**src/rtl/gpm_pkg.sv**
```systemverilog
package gpm_pkg;

  typedef enum logic [1:0] {
    RA_DIR  = 2'd0,
    RA_DOUT = 2'd1,
    RA_DIN  = 2'd2,
    RA_CKM  = 2'd3
  } reg_addr_e;

  // Window length in cycles for the selected mode.
  function automatic int win_len(input logic fast, input int n_norm, input int n_fast);
    return fast ? n_fast : n_norm;
  endfunction

  // Load step reached by a window cycle.
  function automatic int step_of(input int cyc, input logic fast);
    return fast ? (cyc / 2) : cyc;
  endfunction

  // A capture cycle: steps 1..nbits, and in fast mode only the second
  // cycle of each step.
  function automatic logic is_capture(input int cyc, input logic fast, input int nbits);
    int s;
    s = step_of(cyc, fast);
    if (fast && (cyc % 2 == 0)) return 1'b0;
    return (s >= 1) && (s <= nbits);
  endfunction

endpackage

```
**src/rtl/gpm_win_ctrl.sv**
```systemverilog
module gpm_win_ctrl
  import gpm_pkg::*;
#(
  parameter int MASK_W   = 16,
  parameter int WIN_NORM = 23,
  parameter int WIN_FAST = 46
) (
  input  logic              clk,
  input  logic              prst_n,
  input  logic              srst_n,
  input  logic              fast_mode,
  input  logic              mask_sin,
  output logic              win_act,
  output logic              win_done,
  output logic              win_end,
  output logic              cap_evt,
  output logic              load_n,
  output logic [MASK_W-1:0] mask_cap
);

  localparam int CW = $clog2(WIN_FAST + 1);
  localparam int SW = $clog2(MASK_W + 2);

  logic              first_q;
  logic              act_q;
  logic              done_q;
  logic              fast_q;
  logic [CW-1:0]     cnt_q;
  logic [MASK_W-1:0] shreg_q;
  int                cyc_i;

  assign cyc_i   = int'(cnt_q);
  assign win_end = act_q && (cyc_i == win_len(fast_q, WIN_NORM, WIN_FAST) - 1);
  assign cap_evt = act_q && is_capture(cyc_i, fast_q, MASK_W);
  assign load_n  = (step_of(cyc_i, fast_q) != 0);

  always_ff @(posedge clk or negedge prst_n) begin
    if (!prst_n) begin
      first_q <= 1'b1;
      act_q   <= 1'b0;
      done_q  <= 1'b0;
      fast_q  <= 1'b0;
      cnt_q   <= '0;
    end else if (first_q) begin
      first_q <= 1'b0;
      fast_q  <= fast_mode;
      cnt_q   <= '0;
      if (!srst_n) act_q  <= 1'b1;
      else         done_q <= 1'b1;
    end else if (act_q) begin
      if (win_end) begin
        act_q  <= 1'b0;
        done_q <= 1'b1;
      end else begin
        cnt_q <= cnt_q + 1'b1;
      end
    end
  end

  always_ff @(posedge clk or negedge prst_n) begin
    if (!prst_n)      shreg_q <= '0;
    else if (cap_evt) shreg_q <= {shreg_q[MASK_W-2:0], mask_sin};
  end

  assign win_act  = act_q;
  assign win_done = done_q;
  assign mask_cap = shreg_q;

  // Checker state: strobes seen in this window.
  logic [SW-1:0] cap_seen_q;
  always_ff @(posedge clk or negedge prst_n) begin
    if (!prst_n)      cap_seen_q <= '0;
    else if (cap_evt) cap_seen_q <= cap_seen_q + 1'b1;
  end

  p_cnt_bound_r4: assert property (@(posedge clk) disable iff (!prst_n)
    act_q |-> (cyc_i < win_len(fast_q, WIN_NORM, WIN_FAST)));

  p_start_cond_r4: assert property (@(posedge clk) disable iff (!prst_n)
    $rose(act_q) |-> !$past(srst_n));

  p_fast_held_r4: assert property (@(posedge clk) disable iff (!prst_n)
    (act_q && $past(act_q)) |-> $stable(fast_q));

  p_cap_count_r7: assert property (@(posedge clk) disable iff (!prst_n)
    $fell(act_q) |-> (int'(cap_seen_q) == MASK_W));

  p_no_reopen_r4: assert property (@(posedge clk) disable iff (!prst_n)
    done_q |=> !act_q);

endmodule

```
**src/rtl/gpm_regs.sv**
```systemverilog
module gpm_regs
  import gpm_pkg::*;
#(
  parameter int NPIN = 4,
  parameter int DW   = 16
) (
  input  logic            clk,
  input  logic            prst_n,
  input  logic [1:0]      reg_addr,
  input  logic            reg_we,
  input  logic [DW-1:0]   reg_wdata,
  output logic [DW-1:0]   reg_rdata,
  input  logic [NPIN-1:0] pad_in,
  input  logic            win_done,
  input  logic            win_end,
  input  logic [DW-1:0]   mask_cap,
  output logic [NPIN-1:0] dir_q,
  output logic [NPIN-1:0] dout_q
);

  logic [NPIN-1:0] sync1_q;
  logic [NPIN-1:0] din_q;
  logic [DW-1:0]   ckm_q;
  reg_addr_e       ra;

  assign ra = reg_addr_e'(reg_addr);

  always_ff @(posedge clk or negedge prst_n) begin
    if (!prst_n) begin
      sync1_q <= '0;
      din_q   <= '0;
    end else begin
      sync1_q <= pad_in;
      din_q   <= sync1_q;
    end
  end

  always_ff @(posedge clk or negedge prst_n) begin
    if (!prst_n) begin
      dir_q  <= '0;
      dout_q <= '0;
    end else if (reg_we) begin
      if (ra == RA_DIR)  dir_q  <= reg_wdata[NPIN-1:0];
      if (ra == RA_DOUT) dout_q <= reg_wdata[NPIN-1:0];
    end
  end

  always_ff @(posedge clk or negedge prst_n) begin
    if (!prst_n)                                 ckm_q <= '0;
    else if (win_end)                            ckm_q <= mask_cap;
    else if (reg_we && ra == RA_CKM && win_done) ckm_q <= reg_wdata;
  end

  always_comb begin
    reg_rdata = '0;
    unique case (ra)
      RA_DIR:  reg_rdata[NPIN-1:0] = dir_q;
      RA_DOUT: reg_rdata[NPIN-1:0] = dout_q;
      RA_DIN:  reg_rdata[NPIN-1:0] = din_q;
      RA_CKM:  reg_rdata           = ckm_q;
      default: reg_rdata           = '0;
    endcase
  end

  // Checker state: edges since reset, saturating at 2.
  logic [1:0] age_q;
  always_ff @(posedge clk or negedge prst_n) begin
    if (!prst_n)            age_q <= '0;
    else if (age_q != 2'd2) age_q <= age_q + 1'b1;
  end

  p_sync_lat_r3: assert property (@(posedge clk) disable iff (!prst_n)
    (age_q == 2'd2) |-> (din_q == $past(pad_in, 2)));

  p_mask_hold_r8: assert property (@(posedge clk) disable iff (!prst_n)
    !win_done |-> (ckm_q == '0));

  p_mask_wr_r9: assert property (@(posedge clk) disable iff (!prst_n)
    (win_done && reg_we && ra == RA_CKM) |=> (ckm_q == $past(reg_wdata)));

endmodule

```
**src/rtl/gpm_pad_mux.sv**
```systemverilog
module gpm_pad_mux #(
  parameter int NPIN     = 4,
  parameter int CLK_PIN  = 0,
  parameter int LOAD_PIN = 2
) (
  input  logic            clk,
  input  logic            prst_n,
  input  logic            win_act,
  input  logic            cap_evt,
  input  logic            load_n,
  input  logic [NPIN-1:0] dir_q,
  input  logic [NPIN-1:0] dout_q,
  output logic [NPIN-1:0] pad_out,
  output logic [NPIN-1:0] pad_oe
);

  localparam logic [NPIN-1:0] HW_PINS = (NPIN'(1) << CLK_PIN) | (NPIN'(1) << LOAD_PIN);

  for (genvar i = 0; i < NPIN; i++) begin : g_pin
    logic hw_o;
    logic hw_e;
    if (i == CLK_PIN) begin : g_clk
      assign hw_o = cap_evt;
      assign hw_e = 1'b1;
    end else if (i == LOAD_PIN) begin : g_load
      assign hw_o = load_n;
      assign hw_e = 1'b1;
    end else begin : g_idle
      assign hw_o = 1'b0;
      assign hw_e = 1'b0;
    end
    assign pad_out[i] = win_act ? hw_o : dout_q[i];
    assign pad_oe[i]  = win_act ? hw_e : dir_q[i];
  end

  p_sw_blocked_r5: assert property (@(posedge clk) disable iff (!prst_n)
    win_act |-> (((pad_oe | pad_out) & ~HW_PINS) == '0));

  p_hw_enabled_r5: assert property (@(posedge clk) disable iff (!prst_n)
    win_act |-> (pad_oe == HW_PINS));

  p_sw_pass_r2: assert property (@(posedge clk) disable iff (!prst_n)
    (!win_act && $past(!win_act)) |-> (pad_oe == dir_q && pad_out == dout_q));

endmodule

```
**src/rtl/gpio_mask_port.sv**
```systemverilog
module gpio_mask_port
  import gpm_pkg::*;
#(
  parameter int NPIN     = 4,
  parameter int MASK_W   = 16,
  parameter int WIN_NORM = 23,
  parameter int WIN_FAST = 46,
  parameter int CLK_PIN  = 0,
  parameter int LOAD_PIN = 2
) (
  input  logic              clk,
  input  logic              prst_n,
  input  logic              srst_n,
  input  logic              fast_mode,
  input  logic [1:0]        reg_addr,
  input  logic              reg_we,
  input  logic [MASK_W-1:0] reg_wdata,
  output logic [MASK_W-1:0] reg_rdata,
  input  logic [NPIN-1:0]   pad_in,
  output logic [NPIN-1:0]   pad_out,
  output logic [NPIN-1:0]   pad_oe,
  input  logic              mask_sin
);

  logic              win_act;
  logic              win_done;
  logic              win_end;
  logic              cap_evt;
  logic              load_n;
  logic [MASK_W-1:0] mask_cap;
  logic [NPIN-1:0]   dir_q;
  logic [NPIN-1:0]   dout_q;

  gpm_win_ctrl #(
    .MASK_W(MASK_W), .WIN_NORM(WIN_NORM), .WIN_FAST(WIN_FAST)
  ) u_win (
    .clk(clk), .prst_n(prst_n), .srst_n(srst_n), .fast_mode(fast_mode),
    .mask_sin(mask_sin), .win_act(win_act), .win_done(win_done),
    .win_end(win_end), .cap_evt(cap_evt), .load_n(load_n), .mask_cap(mask_cap)
  );

  gpm_regs #(.NPIN(NPIN), .DW(MASK_W)) u_regs (
    .clk(clk), .prst_n(prst_n), .reg_addr(reg_addr), .reg_we(reg_we),
    .reg_wdata(reg_wdata), .reg_rdata(reg_rdata), .pad_in(pad_in),
    .win_done(win_done), .win_end(win_end), .mask_cap(mask_cap),
    .dir_q(dir_q), .dout_q(dout_q)
  );

  gpm_pad_mux #(.NPIN(NPIN), .CLK_PIN(CLK_PIN), .LOAD_PIN(LOAD_PIN)) u_pads (
    .clk(clk), .prst_n(prst_n), .win_act(win_act), .cap_evt(cap_evt),
    .load_n(load_n), .dir_q(dir_q), .dout_q(dout_q),
    .pad_out(pad_out), .pad_oe(pad_oe)
  );

  p_rst_quiet_r1: assert property (@(posedge clk)
    !prst_n |-> (pad_oe == '0 && pad_out == '0 && reg_rdata == '0));

endmodule

```
**config.mk**
```make
export PLATFORM = sky130hd
export DESIGN_NAME = gpio_mask_port
export DESIGN_NICKNAME = d
export VERILOG_FILES = /design/src/rtl/gpm_pkg.sv /design/src/rtl/gpm_win_ctrl.sv /design/src/rtl/gpm_regs.sv /design/src/rtl/gpm_pad_mux.sv /design/src/rtl/gpio_mask_port.sv
export SDC_FILE = /design/constraint.sdc
export NUM_CORES = 1
export LEC_CHECK = 0
export ABC_AREA = 0
export BUFFER_PORTS_ARGS = -buffer_cell sky130_fd_sc_hd__buf_2
export CORE_MARGIN = 3
export CORE_UTILIZATION = 47
export DETAILED_ROUTE_END_ITERATION = 7
export GPL_TIMING_DRIVEN = 0
export PLACE_DENSITY = 0.71
export SLEW_MARGIN = 10
export SYNTH_ARGS = -nofsm -noshare
export SYNTH_HDL_FRONTEND = slang
export SYNTH_SLANG_ARGS = --single-unit
```
**constraint.sdc**
```tcl
create_clock -name clk -period 2.5 [get_ports clk]
set_clock_uncertainty 0.15 [all_clocks]
set_input_delay 0 -clock clk [delete_from_list [all_inputs] [get_ports clk]]
set_output_delay 0 -clock clk [all_outputs]
set_load 0.01 [all_outputs]
```
### Word level (Yosys, flattened, before mapping)

Cells that the tools add are included.

* register bits after elaboration: 58
* bits in latches: 0
* RAM bits: 0
* bits in read-only memories: 0
* logic and storage cells: 66
* memories: 0

* add/subtract/negate cells: 2
* multiply operators: 0
* div/mod/pow operators: 0
* magnitude comparators: 2
* equal/unequal tests: 7
* shift operators: 0
* muxes and demuxes: 28
* bitwise gates (word level): 0
* reduce and logical (&&, ||, !) cells: 16

Operators with widths (number)
* $eq A7 B32 Y1: 1
* $ge A32 B2 Y1 const B: 1
* $le A32 B6 Y1 const B: 1
* $logic_not A32 Y1: 1
* $mux W16: 2
* $reduce_bool A32 Y1: 1
* $sub A32 B2 Y32 const B: 1
* $mux W6: 5
* $mux W1: 19
* $pmux W4 S4: 1
* $mux W12: 1
* $add A6 B1 Y6 const B: 1
* $logic_and A1 B1 Y1: 6
* $ne A2 B2 Y1 const B: 3
* $reduce_and A2 Y1: 3
* $reduce_bool A2 Y1: 3
* $eq A2 B2 Y1 const B: 2
* $reduce_and A3 Y1: 1
* $eq A2 B1 Y1 const B: 1
* $logic_not A2 Y1: 1

### Depth between registers and ports, before layout

* depth after elaboration: 7
* depth in mapped cells: 7
* depth with buffers taken out: 6

### Hierarchy

A second synthesis with hierarchy kept.

* cell total of the unflattened synthesis: 220
* area total of the unflattened synthesis: 2717.6 um^2

Modules (own cells, without submodules)
* gpm_regs: instances 1, cells each 115, area an instance 1446.4 um^2, sequential area each 800.8 um^2
* gpm_win_ctrl: instances 1, cells each 97, area an instance 1201.2 um^2, sequential area each 651.9 um^2
* gpm_pad_mux: instances 1, cells each 8, area an instance 70.1 um^2, sequential area each 0.0 um^2

### Worst setup path before layout

No wires, ideal clock.

* path kind: flip-flop to flip-flop
* start point: reg u_win.fast_q
* end point: reg u_win.shreg_q[10], in the netlist u_win.mask_cap[10]
* arrival time: 1.971 ns
* required time: 2.225 ns
* path slack: 0.254 ns
* cell stages (with the launch flop): 6
* cell sequence: dfrtp_1 mux2_4 a21o_1 a2111oi_4 buf_6 mux2_4

* longest elaborated chain between the ends: 5
* elaborated cells on any way between the ends: 8

Ends and longest elaborated chain
* start, declared: RTL line gpm_win_ctrl.sv:27 `logic fast_q;`
* start signal, assigned: RTL line gpm_win_ctrl.sv:46 `fast_q <= fast_mode;`
* $mux W6: RTL line gpm_pkg.sv:17 `return fast ? (cyc / 2) : cyc;`
* $ge A32 B2 Y1 or $le A32 B6 Y1 (tied branches): RTL line gpm_pkg.sv:26 `return (s >= 1) && (s <= nbits);`
* $logic_and A1 B1 Y1: RTL line gpm_pkg.sv:26
* $mux W1 *: RTL line gpm_pkg.sv:26
* $logic_and A1 B1 Y1 *: RTL line gpm_win_ctrl.sv:34 `assign cap_evt = act_q && is_capture(cyc_i, fast_q, MASK_W);`
* end signal, assigned: RTL line gpm_win_ctrl.sv:62 `else if (cap_evt) shreg_q <= {shreg_q[MASK_W-2:0], mask_sin};`
* end, declared: RTL line gpm_win_ctrl.sv:29 `logic [MASK_W-1:0] shreg_q;`

Every way passes the cells marked *; elsewhere a longest branch is shown, timed or not.
A chain may end at the register's enable or synchronous reset.

### Worst setup path after layout

* start point: reg u_win.fast_q
* end point: out pad_out[0]

* longest elaborated chain between the ends: 6
* elaborated cells on any way between the ends: 9

Ends and longest elaborated chain
* $mux W6: RTL line gpm_pkg.sv:17
* $ge A32 B2 Y1 or $le A32 B6 Y1 (tied branches): RTL line gpm_pkg.sv:26
* $logic_and A1 B1 Y1: RTL line gpm_pkg.sv:26
* $mux W1 *: RTL line gpm_pkg.sv:26
* $logic_and A1 B1 Y1 *: RTL line gpm_win_ctrl.sv:34
* $mux W1 *: RTL line gpm_pad_mux.sv:32 `assign pad_out[i] = win_act ? hw_o : dout_q[i];`
* end, declared: RTL line gpio_mask_port.sv:20 `output logic [NPIN-1:0] pad_out,`

Marked as above.

==> results.sh <==
export IMPL_status="finished, final reports clean"
export IMPL_grt_setup_unrepaired="false"
export IMPL_dpl_cell_count=346
export IMPL_path_buf_inv=2
export IMPL_min_period_ns=2.345
export IMPL_drive_above_1_share_pct=33.33
export IMPL_routed_wl_mm=5.985
export IMPL_worstPathRequired_ns=2.35
export IMPL_gr_usage_met1_pct=26.14
export IMPL_crit_path_max_incr_delay_ns=0.45
export IMPL_setup_slack_ns=0.1549
export IMPL_drtAntennaViolNets=0
export IMPL_crit_family="compound AO/OA/AOI/OAI gates"
export IMPL_cts_tree="yes"
export IMPL_synthCells=224
export IMPL_syn_area_um2=2729
export IMPL_dp_hpwl_mm=4.096
export IMPL_cts_buffer_depth=2
export IMPL_cts_sinks=58
export IMPL_setup_viol=0
export IMPL_num_antenna_cells=0
export IMPL_htreeDepth=3
export IMPL_regArea_um2=1454
export IMPL_root_buffer="clkbuf_8"
export IMPL_fin_area_um2=3481
export IMPL_crit_start="u_win.fast_q"
export IMPL_dieWidth_um=82.20
export IMPL_r2r_start="u_win.fast_q"
export IMPL_drt_iter0_markers=103
export IMPL_hold_viol=0
export IMPL_cts_buffers=9
export IMPL_place_ws_ns=-0.01406
export IMPL_finish_utilization_pct=62.45
export IMPL_first_pass_iters=4
export IMPL_initial_core_util_pct=48.96
export IMPL_yosysWarningCount=0
export IMPL_fillers=468
export IMPL_slowest_stage="dfrtp_2"
export IMPL_hold_ws_ns=0.08712
export IMPL_cp_arrival_ns=2.20
export IMPL_setup_worst_path_end_class="output pin"
export IMPL_grt_pass1_vias=1975
export IMPL_antenna_found_initial=0
export IMPL_wire_per_inst_um=15.59
export IMPL_ys_seq_area_share_pct=53.23
export IMPL_core_um2=5574
export IMPL_fmax_mhz=426.4
export IMPL_netlist_cell_type_count=37
export IMPL_busiest_layer="met2"
export IMPL_fin_crit_sh_pct=93.80
export IMPL_grt_usage_pct=19.30
export IMPL_synth_flop_cell="dfrtp_1"
export IMPL_relSlewSlack_pct=45.45
export IMPL_start_kind="flop"
export IMPL_rows=27
export IMPL_ys_ff_latch=58
export IMPL_io_buffers=49
export IMPL_worst_slew_pin_slew_ns=0.8183
export IMPL_async_flop_share_pct=100.0
export IMPL_synth_net_count=255
export IMPL_grt_max_degree=36
export IMPL_synth_avg_cell_area_um2=12.18
export IMPL_synth_top_cell_area_share_pct=52.27
export IMPL_peakVddDrop_uv=390.5
export IMPL_grtUsageMet3_pct=4.664
export IMPL_clk_latency_ns=0.32
export IMPL_cts_clk_slew_worst_paths_ns=0.06
export IMPL_post_dp_cell_area_um2=3092
export IMPL_syn_to_final_growth_pct=27.56
export IMPL_grt_ovfl_total=0
export IMPL_maxCapViolations=0
export IMPL_place_gp_congestion=0.8037
export IMPL_crit_top_cell="a21o_1"
export IMPL_power_density_nw_per_um2=883.3
export IMPL_final_nets=341
export IMPL_drcViolationCount=0
export IMPL_synthTopCellsByArea="dfrtp_1 (52%), mux2i_1 (6.6%), mux2_2 (6.6%), mux2_4 (5.5%), a21oi_1 (4.0%)"
export IMPL_synth_edf_count=0
export IMPL_multiInputGateArea_um2=1202
export IMPL_slew_viol_final=0
export IMPL_power_leakage_nw=1.728
export IMPL_hold_path_class="input port to flop"
export IMPL_dr_total_vias=2012
export IMPL_cp_max_fo=10
export IMPL_fp_dieH_um=82.20
export IMPL_stdcell_count=384
export IMPL_hp_start="reg_we"
export IMPL_die_area_um2=6756
export IMPL_worstSetupPathType="flop to output pin"
export IMPL_grt_pass1_wl_mm=9.742
export IMPL_yosys_area_top_type="dfrtp_1"
export IMPL_use_met2_pct=29.49
export IMPL_pin_count=52
export IMPL_via_per_inst=5.240
export IMPL_critical_path_cell_chain="mux2_4 > a21o_1 > a2111oi_4 > buf_6 > a21o_1 > buf_2"
[power by group]
part	internal, W	switching, W
Clock	0.000342	0.000326
Sequential	0.00121	0.000197
Combinational	0.000584	0.000416
[flip-flops by register name, summed over array words and instances (netlist names)]
register	cells
u_regs.ckm_q	16
u_regs.din_q	4
u_regs.dir_q	4
u_regs.dout_q	4
u_regs.sync1_q	4
u_win.cnt_q	6
u_win.fast_q	1
u_win.first_q	1
u_win.mask_cap	16
u_win.win_act	1
u_win.win_done	1
[cell usage after synthesis (all sizes together), types with 2 or more instances]
cell and number:
inv 4, o21ai 4, nor2 20, dfrtp 57, mux2 26, nor3 3
nand2 4, ha 3, a21o 3, mux2i 18, clkbuf 10, or2 2
nand4 2, nor2b 7, nand3 3, buf 3, mux4 4, a31o 2
a21oi 22, and3 14
[cell usage in the layout (no fill, tap or decap), types with 2 or more instances in the layout]
| cell type | synthesis | routed |
|---|---|---|
| a21o_1 | 3 | 3 |
| a21oi_1 | 22 | 22 |
| a31o_2 | 2 | 2 |
| and3_1 | 14 | 14 |
| buf_2 | 2 | 51 |
| clkbuf_1 | 10 | 13 |
| clkbuf_8 | 0 | 9 |
| dfrtp_1 | 57 | 56 |
| dlygate4sd3_1 | 0 | 24 |
| ha_1 | 3 | 3 |
| inv_1 | 4 | 4 |
| mux2_2 | 16 | 16 |
| mux2_4 | 10 | 10 |
| mux2i_1 | 18 | 18 |
| mux4_2 | 4 | 4 |
| nand2_1 | 4 | 4 |
| nand3_1 | 2 | 2 |
| nand4_1 | 2 | 2 |
| nor2_1 | 20 | 20 |
| nor2b_1 | 7 | 7 |
| nor3_1 | 2 | 2 |
| o21ai_0 | 4 | 4 |
| or2_2 | 2 | 2 |
[cell families after synthesis]
group | share of synthesized area (%)
and+or+nand+nor | 11.88
DFF | 53.23
muxes | 22.01
AOI/OAI and AO/OA | 8.667
buffers and inverters | 2.705
adders and majority gates | 1.376
other | 0.1374
[layout make-up]
type                    count  share of cell area (%)
flip-flops and latches     58                   41.77
clock inverters             1                  0.1438
multi-input cells         149                   34.54
repair buffers             75                   14.95
clock buffers              12                   3.882
inverters                   4                  0.4313
well taps                  72                   2.588
plain buffers              13                   1.689
[worst reg2reg max path: cells and delay by family, from the launching register on]
kind	cells	cell delay, ns
AOI/OAI and AO/OA	2	0.62
buffers and inverters	1	0.24
DFF	1	0.45
muxes	2	0.68
[final timing paths]
check,depth (start not counted),slack [ns],end
max in group asynchronous,3,1.36,u_win.first_q
setup / recovery,6,0.15,pad_out[0]
hold reg to reg,0,0.20,u_regs.din_q[3]
min in group asynchronous,2,0.17,u_regs.ckm_q[9]
hold / removal,3,0.09,u_regs.dout_q[3]
setup reg to reg,5,0.25,u_win.mask_cap[15]
[repair_timing]
| item | 4_1_cts | 5_1_grt |
|---|---|---|
| pin swaps | 1 | 0 |
| resized for setup | 0 | 1 |
| gates cloned | 0 | 0 |
| hold buffers | 24 | 0 |
| setup endpoints to repair | 10 | 1 |
| endpoints found under the hold margin | 66 | 0 |
| buffers inserted | 1 | 0 |
[routing by layer]
layer	vias to the layer above	wire, um	share of wire [%]
li1	970	-	-
met1	985	2812	47
met2	46	2819	47
met3	11	242	4.0
met4	0	110	1.8
met5	-	0	0
[per-stage QoR]
stage | power (W) | setup TNS [ns]
after floorplan | 0.002098 | 0
after global placement | 0.002326 | 0
after CTS | 0.003096 | 0
after global routing | 0.003265 | 0
final | 0.003075 | 0
after detailed placement | 0.002372 | -0.06362
(Power assumes the default switching activity.)
